**src/rtl/sfu_pkg.sv**
```systemverilog
package sfu_pkg;

    localparam int FLAG_W  = 16;
    localparam int POS_CF  = 0;
    localparam int POS_ONE = 1;
    localparam int POS_PF  = 2;
    localparam int POS_AF  = 4;
    localparam int POS_ZF  = 6;
    localparam int POS_SF  = 7;
    localparam int POS_TF  = 8;
    localparam int POS_IF  = 9;
    localparam int POS_DF  = 10;
    localparam int POS_OF  = 11;

    typedef struct packed {
        logic carry;
        logic parity;
        logic aux;
        logic zero;
        logic sign;
        logic ovf;
    } arith_flags_t;

    // order trap, intr, dir from MSB to LSB
    typedef struct packed {
        logic trap;
        logic intr;
        logic dir;
    } ctrl_flags_t;

    localparam int CTRL_N = $bits(ctrl_flags_t);

    typedef struct packed {
        arith_flags_t arith;
        ctrl_flags_t  ctrl;
    } flag_state_t;

    function automatic logic [FLAG_W-1:0] pack_word(flag_state_t s);
        logic [FLAG_W-1:0] w;
        w          = '0;
        w[POS_ONE] = 1'b1;
        w[POS_CF]  = s.arith.carry;
        w[POS_PF]  = s.arith.parity;
        w[POS_AF]  = s.arith.aux;
        w[POS_ZF]  = s.arith.zero;
        w[POS_SF]  = s.arith.sign;
        w[POS_OF]  = s.arith.ovf;
        w[POS_TF]  = s.ctrl.trap;
        w[POS_IF]  = s.ctrl.intr;
        w[POS_DF]  = s.ctrl.dir;
        return w;
    endfunction

    function automatic flag_state_t unpack_word(logic [FLAG_W-1:0] w);
        flag_state_t s;
        s.arith.carry  = w[POS_CF];
        s.arith.parity = w[POS_PF];
        s.arith.aux    = w[POS_AF];
        s.arith.zero   = w[POS_ZF];
        s.arith.sign   = w[POS_SF];
        s.arith.ovf    = w[POS_OF];
        s.ctrl.trap    = w[POS_TF];
        s.ctrl.intr    = w[POS_IF];
        s.ctrl.dir     = w[POS_DF];
        return s;
    endfunction

endpackage

```
**src/rtl/sfu_parity.sv**
```systemverilog
module sfu_parity #(
    parameter int W = 8
) (
    input  logic [W-1:0] bits,
    output logic         even
);
    logic [W:0] acc;
    assign acc[0] = 1'b0;

    for (genvar i = 0; i < W; i++) begin : g_chain
        assign acc[i+1] = acc[i] ^ bits[i];
    end

    assign even = ~acc[W];
endmodule

```
**src/rtl/sfu_arith_flags.sv**
```systemverilog
module sfu_arith_flags #(
    parameter int DATA_W = 16
) (
    input  logic [DATA_W-1:0] a,
    input  logic [DATA_W-1:0] b,
    input  logic [DATA_W-1:0] res,
    input  logic              sub,
    input  logic              word,
    output logic              carry,
    output logic              aux,
    output logic              zero,
    output logic              sign,
    output logic              ovf
);
    localparam int BYTE_W = DATA_W / 2;
    localparam int NIB    = 4;

    logic [DATA_W:0] wide_ext;
    logic [BYTE_W:0] byte_ext;
    logic            a_m, b_m, r_m;

    always_comb begin
        if (sub) begin
            wide_ext = {1'b0, a} - {1'b0, b};
            byte_ext = {1'b0, a[BYTE_W-1:0]} - {1'b0, b[BYTE_W-1:0]};
        end else begin
            wide_ext = {1'b0, a} + {1'b0, b};
            byte_ext = {1'b0, a[BYTE_W-1:0]} + {1'b0, b[BYTE_W-1:0]};
        end

        a_m = word ? a[DATA_W-1]   : a[BYTE_W-1];
        b_m = word ? b[DATA_W-1]   : b[BYTE_W-1];
        r_m = word ? res[DATA_W-1] : res[BYTE_W-1];

        carry = word ? wide_ext[DATA_W] : byte_ext[BYTE_W];
        aux   = a[NIB] ^ b[NIB] ^ res[NIB];
        zero  = word ? ~|res : ~|res[BYTE_W-1:0];
        sign  = r_m;
        if (sub)
            ovf = (a_m != b_m) && (r_m != a_m);
        else
            ovf = (a_m == b_m) && (r_m != a_m);
    end
endmodule

```
**src/rtl/sfu_ctrl_next.sv**
```systemverilog
module sfu_ctrl_next #(
    parameter int N = 3
) (
    input  logic [N-1:0] cur,
    input  logic [N-1:0] set_v,
    input  logic [N-1:0] clr_v,
    output logic [N-1:0] nxt
);
    for (genvar i = 0; i < N; i++) begin : g_bit
        assign nxt[i] = clr_v[i] ? 1'b0 : (set_v[i] ? 1'b1 : cur[i]);
    end
endmodule

```
**src/rtl/status_flag_unit.sv**
```systemverilog
module status_flag_unit
    import sfu_pkg::*;
#(
    parameter int DATA_W = 16,
    parameter int PAR_W  = 8
) (
    input  logic              clk,
    input  logic              rst_n,
    input  logic              upd_en,
    input  logic              op_sub,
    input  logic              size_word,
    input  logic [DATA_W-1:0] opnd_a,
    input  logic [DATA_W-1:0] opnd_b,
    input  logic [DATA_W-1:0] alu_res,
    input  logic              set_trap,
    input  logic              clr_trap,
    input  logic              set_int,
    input  logic              clr_int,
    input  logic              set_dir,
    input  logic              clr_dir,
    input  logic              load_en,
    input  logic [FLAG_W-1:0] load_word,
    output logic [FLAG_W-1:0] flag_word
);
    flag_state_t       state_d, state_q;
    arith_flags_t      arith_new;
    logic              par_even;
    logic [CTRL_N-1:0] ctrl_nxt;

    sfu_arith_flags #(.DATA_W(DATA_W)) u_arith (
        .a     (opnd_a),
        .b     (opnd_b),
        .res   (alu_res),
        .sub   (op_sub),
        .word  (size_word),
        .carry (arith_new.carry),
        .aux   (arith_new.aux),
        .zero  (arith_new.zero),
        .sign  (arith_new.sign),
        .ovf   (arith_new.ovf)
    );

    sfu_parity #(.W(PAR_W)) u_par (
        .bits (alu_res[PAR_W-1:0]),
        .even (par_even)
    );
    assign arith_new.parity = par_even;

    sfu_ctrl_next #(.N(CTRL_N)) u_ctrl (
        .cur   (state_q.ctrl),
        .set_v ({set_trap, set_int, set_dir}),
        .clr_v ({clr_trap, clr_int, clr_dir}),
        .nxt   (ctrl_nxt)
    );

    always_comb begin
        state_d      = state_q;
        state_d.ctrl = ctrl_nxt;
        if (upd_en)
            state_d.arith = arith_new;
        if (load_en)
            state_d = unpack_word(load_word);
    end

    always_ff @(posedge clk) begin
        if (!rst_n)
            state_q <= '0;
        else
            state_q <= state_d;
    end

    assign flag_word = pack_word(state_q);
endmodule

```
**config.mk**
```make
export PLATFORM = sky130hd
export DESIGN_NAME = status_flag_unit
export DESIGN_NICKNAME = d
export VERILOG_FILES = /design/src/rtl/sfu_pkg.sv /design/src/rtl/sfu_parity.sv /design/src/rtl/sfu_arith_flags.sv /design/src/rtl/sfu_ctrl_next.sv /design/src/rtl/status_flag_unit.sv
export SDC_FILE = /design/constraint.sdc
export NUM_CORES = 1
export LEC_CHECK = 0
export BUFFER_PORTS_ARGS = -buffer_cell sky130_fd_sc_hd__buf_2
export CAP_MARGIN = 5
export CELL_PAD_IN_SITES_DETAIL_PLACEMENT = 1
export CELL_PAD_IN_SITES_GLOBAL_PLACEMENT = 1
export CORE_MARGIN = 4
export CORE_UTILIZATION = 31
export CTS_BUF_LIST = sky130_fd_sc_hd__clkbuf_4
export CTS_CLUSTER_DIAMETER = 50
export DETAILED_ROUTE_END_ITERATION = 16
export PLACE_DENSITY_LB_ADDON = 0.1
export SLEW_MARGIN = 25
export SYNTH_ARGS = -nofsm -noshare
export SYNTH_HDL_FRONTEND = slang
export SYNTH_SLANG_ARGS = --single-unit
```
**constraint.sdc**
```tcl
create_clock -name clk -period 8.25 [get_ports clk]
set_input_delay 0.4125 -clock clk [delete_from_list [all_inputs] [get_ports clk]]
set_output_delay 0.4125 -clock clk [all_outputs]
set_load 0.02 [all_outputs]
```
### Yosys cells after proc, flatten, opt, wreduce, memory -nomap -nowiden

Index checks and enable logic that the tools add are counted.

* output and inout port bits: 16
* bits of input ports: 76
* logic and storage cells: 52
* flip-flop bits (word level): 9

* bitwise gates (word level): 10
* muxes and demuxes: 16
* $add $sub $neg: 4
* reduce and logical (&&, ||, !) cells: 10
* eq/ne operators: 3

Operators with widths (count)
* 9-bit two-way mux: 2
* 16-bit by 16-bit adder with 17-bit output: 1
* 17-bit two-way mux: 1
* 16-bit by 16-bit subtractor with 17-bit output: 1
* 16-bit OR reduction: 1
* 1-bit two-way mux: 12
* 8-bit by 8-bit adder with 9-bit output: 1
* 3-bit nonzero test: 3
* 8-bit by 8-bit subtractor with 9-bit output: 1
* 1-bit XOR: 9
* 8-bit OR reduction: 1
* 6-bit two-way mux: 1
* 1-bit logical AND: 2
* 1-bit zero test: 2
* 1-bit != test: 2
* 2-bit nonzero test: 1
* 1-bit == test: 1
* 1-bit NOT: 1

### Logic depth before layout (Yosys ltp)

* depth in word-level cells: 10
* depth in mapped cells: 13
* mapped depth without buffers: 13

### Modules after synthesis

Synthesis repeated with hierarchy kept, for this count alone.

* cell total of the unflattened synthesis: 172
* area total of the unflattened synthesis: 1420.1 sq um

Modules (own cells, without submodules)
* sfu_arith_flags: sequential area each 0.0 sq um, area each 829.5 sq um, times used 1, cells an instance 117
* status_flag_unit: sequential area each 180.2 sq um, area each 499.2 sq um, times used 1, cells an instance 45
* sfu_parity: sequential area each 0.0 sq um, area each 61.3 sq um, times used 1, cells an instance 7
* sfu_ctrl_next: sequential area each 0.0 sq um, area each 30.0 sq um, times used 1, cells an instance 3

### Worst setup path after synthesis

OpenSTA, ideal clock, no wires.

* kind: input-to-reg
* start: input port opnd_b[7]
* end: register state_q (netlist bit flag_word[0])
* stages on the path: 13
* required time: 8.128 ns
* slack: 5.357 ns
* buffers on the path: 0
* arrival: 2.771 ns
* setup time: 0.122 ns
* cells stage by stage: or4_4 -> nor3_2 -> nand2b_1 -> nor2_1 -> a21oi_1 -> xnor2_1 -> ha_1 -> a21o_1 -> a21o_1 -> a221o_1 -> a21oi_1 -> a41o_2 -> nor2_1

* word-level cells in the longest chain between the ends: 5
* elaborated cells on any way between the ends: 9
* those cells by class: add/sub: 4; mux: 5

Ends and longest elaborated chain
* from (decl): RTL line status_flag_unit.sv:13 `input logic [DATA_W-1:0] opnd_b,`
* 16-bit by 16-bit adder with 17-bit output (tied with other cells): RTL line sfu_arith_flags.sv:27 `wide_ext = {1'b0, a} + {1'b0, b};`
* 17-bit two-way mux or 9-bit two-way mux (tied branches): RTL line sfu_arith_flags.sv:23 `if (sub) begin`
* 1-bit two-way mux *: RTL line sfu_arith_flags.sv:35 `carry = word ? wide_ext[DATA_W] : byte_ext[BYTE_W];`
* 6-bit two-way mux *: RTL line status_flag_unit.sv:59 `if (upd_en)`
* 9-bit two-way mux *: RTL line status_flag_unit.sv:61 `if (load_en)`
* to (signal assigned): RTL line status_flag_unit.sv:69 `state_q <= state_d;`
* to (decl): RTL line status_flag_unit.sv:25 `flag_state_t state_d, state_q;`

Every way passes the cells marked *; elsewhere a longest branch is shown, timed or not. The select of a mux whose other input is x is not followed.
A chain may end at the register's enable or synchronous reset.

### Worst setup path in the final report

Ends and elaborated chain as after synthesis.

==> reports/qor.yml <==
worstReg2RegStart: "flag_word[0]"
fin_crit_ns: 2.96
ys_types: 44
dp_hpwl_um: 3430
min_from: "load_word[2]"
nFillCells: 552
skew_ns: 0
yosysMostFrequentCell: "a21oi_1"
yosys_warnings: 0
io_buffers: 77
status: "completed"
core_region_area_um2: 4120
fmax_ghz: 0.338
rsz0062_at_grt: "false"
vias_per_cell: 4.93
netlist_area_um2: 1360
required_ns: 8.40
synthMuxAreaShare_pct: 3.03
async_flop_share_pct: 0
p_leak_uw: 0.000878
grt.overflow.total: 0
end_kind: "flip-flop"
ir_worst_vdd_uv: 40.5
postLayoutCellArea_um2: 1770
yosys-top-cells-area: "ha_1 (16%), xnor2_1 (14%), dfxtp_1 (13%)"
setup_tns_ns: 0
ctsHoldBuffers: 0
fin_ws_ns: 5.29
initial_core_util_pct: 33.1
drive_above_1_share_pct: 35.5
setup_violations: 0
h-tree-depth: 1
arrival_ns: 3.11
hp-class: "input port to flip-flop"
die_h_um: 74.3
synth-seq-cells: 9
ant_nets: 0
antenna_cells_inserted: 0
die_area_um2: 5520
ys_seq_area_share_pct: 13.2
hold_slack_ns: 0.404
clkLatencyLatePin_ns: 0.26
ys_dominant_reg_cell: "dfxtp_1"
period_share_pct: 35.9
layout.nets: 345
area_growth_pct: 30.0
synthAdderAreaFrac_pct: 15.6
cp-start-kind: "input port"
grt_pass1_wl_um: 6400
largest_register_ffs: 9
critical_path_class: "input port to flip-flop"
syn_inst: 178
yosys.area_share.simple_pct: 22.6
synth_top_area_cell: "ha_1"
synth_xor_area_share_pct: 15.4
rows: 23
synth_top_family_by_area: "simple AND/OR/NAND/NOR gates"
cts_tree: "yes"
power.density_nw_per_um2: 99.6
cts.sinks: 9
root_buffer: "clkbuf_4"
synthTopCellsByCount: "a21oi_1 (24), xnor2_1 (22), ha_1 (17)"
place_ws_ns: 4.97
via_count: 1484
grt_pass1_vias: 1511
die_w_um: 74.3
drv_slew: 0
wl_um: 3890
grtUsageTotal_pct: 14.4
finalHoldViolCount: 0
cap_violations: 0
drt_iter0_markers: 43
grt_max_degree: 20
avgSynthCellArea_um2: 7.65
cts_made_buffers: 3
netlist.area_leader.share_pct: 15.6
ios: 92
cp_max_fo: 4
place_area_um2: 1740
post_cts_buffers: 0
antenna_found_initial: 0
crit_start: "opnd_b[7]"
cts_resized: 0
drc: 0
dr.pass1.iters: 4
synth-edff-count: 0
synth_compound_area_share_pct: 19.7
clockBufferDepth: 2
clk_pin_slew_worst_paths_ns: 0.06
wl_per_cell_um: 12.9
gp_congestion: 0.718
[layout by cell type, fill, tap and decap left out, types with 4 or more instances in the layout]
| cell type | Yosys | final |
|---|---|---|
| dfxtp_1 | 9 | 9 |
| conb_1 | 2 | 7 |
| clkbuf_4 | 0 | 4 |
| xnor2_1 | 22 | 22 |
| o21ai_0 | 4 | 4 |
| ha_1 | 17 | 17 |
| inv_1 | 12 | 12 |
| nor2_1 | 15 | 15 |
| buf_2 | 2 | 77 |
| a21oi_1 | 24 | 24 |
| nor2b_1 | 6 | 6 |
| nor3_1 | 7 | 7 |
[worst max-delay path, stage by stage]
cell      delay [ns]
buf_2           0.13
or4_4           0.57
nor3_2          0.16
nand2b_1        0.11
nor2_1          0.10
a21oi_1         0.08
xnor2_1         0.19
ha_1            0.27
a21o_1          0.17
a21o_1          0.17
a221o_1         0.34
a21oi_1         0.16
a41o_2          0.21
nor2_1          0.03
[kinds of logic after synthesis]
kind of cell | count (synthesis)
buffers and inverters | 25
AOI/OAI and AO/OA | 44
other | 2
and+or+nand+nor | 53
xor gates and xnor gates | 24
adders and majority gates | 17
DFF | 9
muxes | 4
[where the power goes]
part / internal, µW / leakage (µW) / switching (µW)
sequential: 46.7 / 0.0000746 / 1.46
combinational: 42.9 / 0.000785 / 47.3
clock: 22.0 / 0.0000184 / 15.9
[metal layers]
layer,global-route usage [%],routed length (µm)
met1,18.1,1780
met5,0,0
met4,2.37,8
met2,25.9,1760
met3,2.70,339
[layout make-up]
class	instances	area, µm²	area share, %
tap	50	62.6	3.54
timing repair buffer	77	385	21.8
multi-input combinational	149	1070	60.3
clock buffer	4	30.0	1.70
inverter	12	45.0	2.55
sequential	9	180	10.2
[path summary, 6_finish.rpt]
check | to | slack [ns] | cells past startpoint
hold / removal | flag_word[2] | 0.40 | 3
setup reg to reg | flag_word[0] | 7.20 | 4
setup / recovery | flag_word[0] | 5.29 | 14
hold reg to reg | flag_word[4] | 0.53 | 2
[per-stage QoR]
step,utilization [%],cells,power (µW)
finish,43.0,301,176
global route,43.0,301,195
CTS,43.0,301,180
detailed placement,42.3,297,141
global placement,42.3,297,139
floorplan,-,183,110
Note: power is estimated with default switching activity, not from simulation.
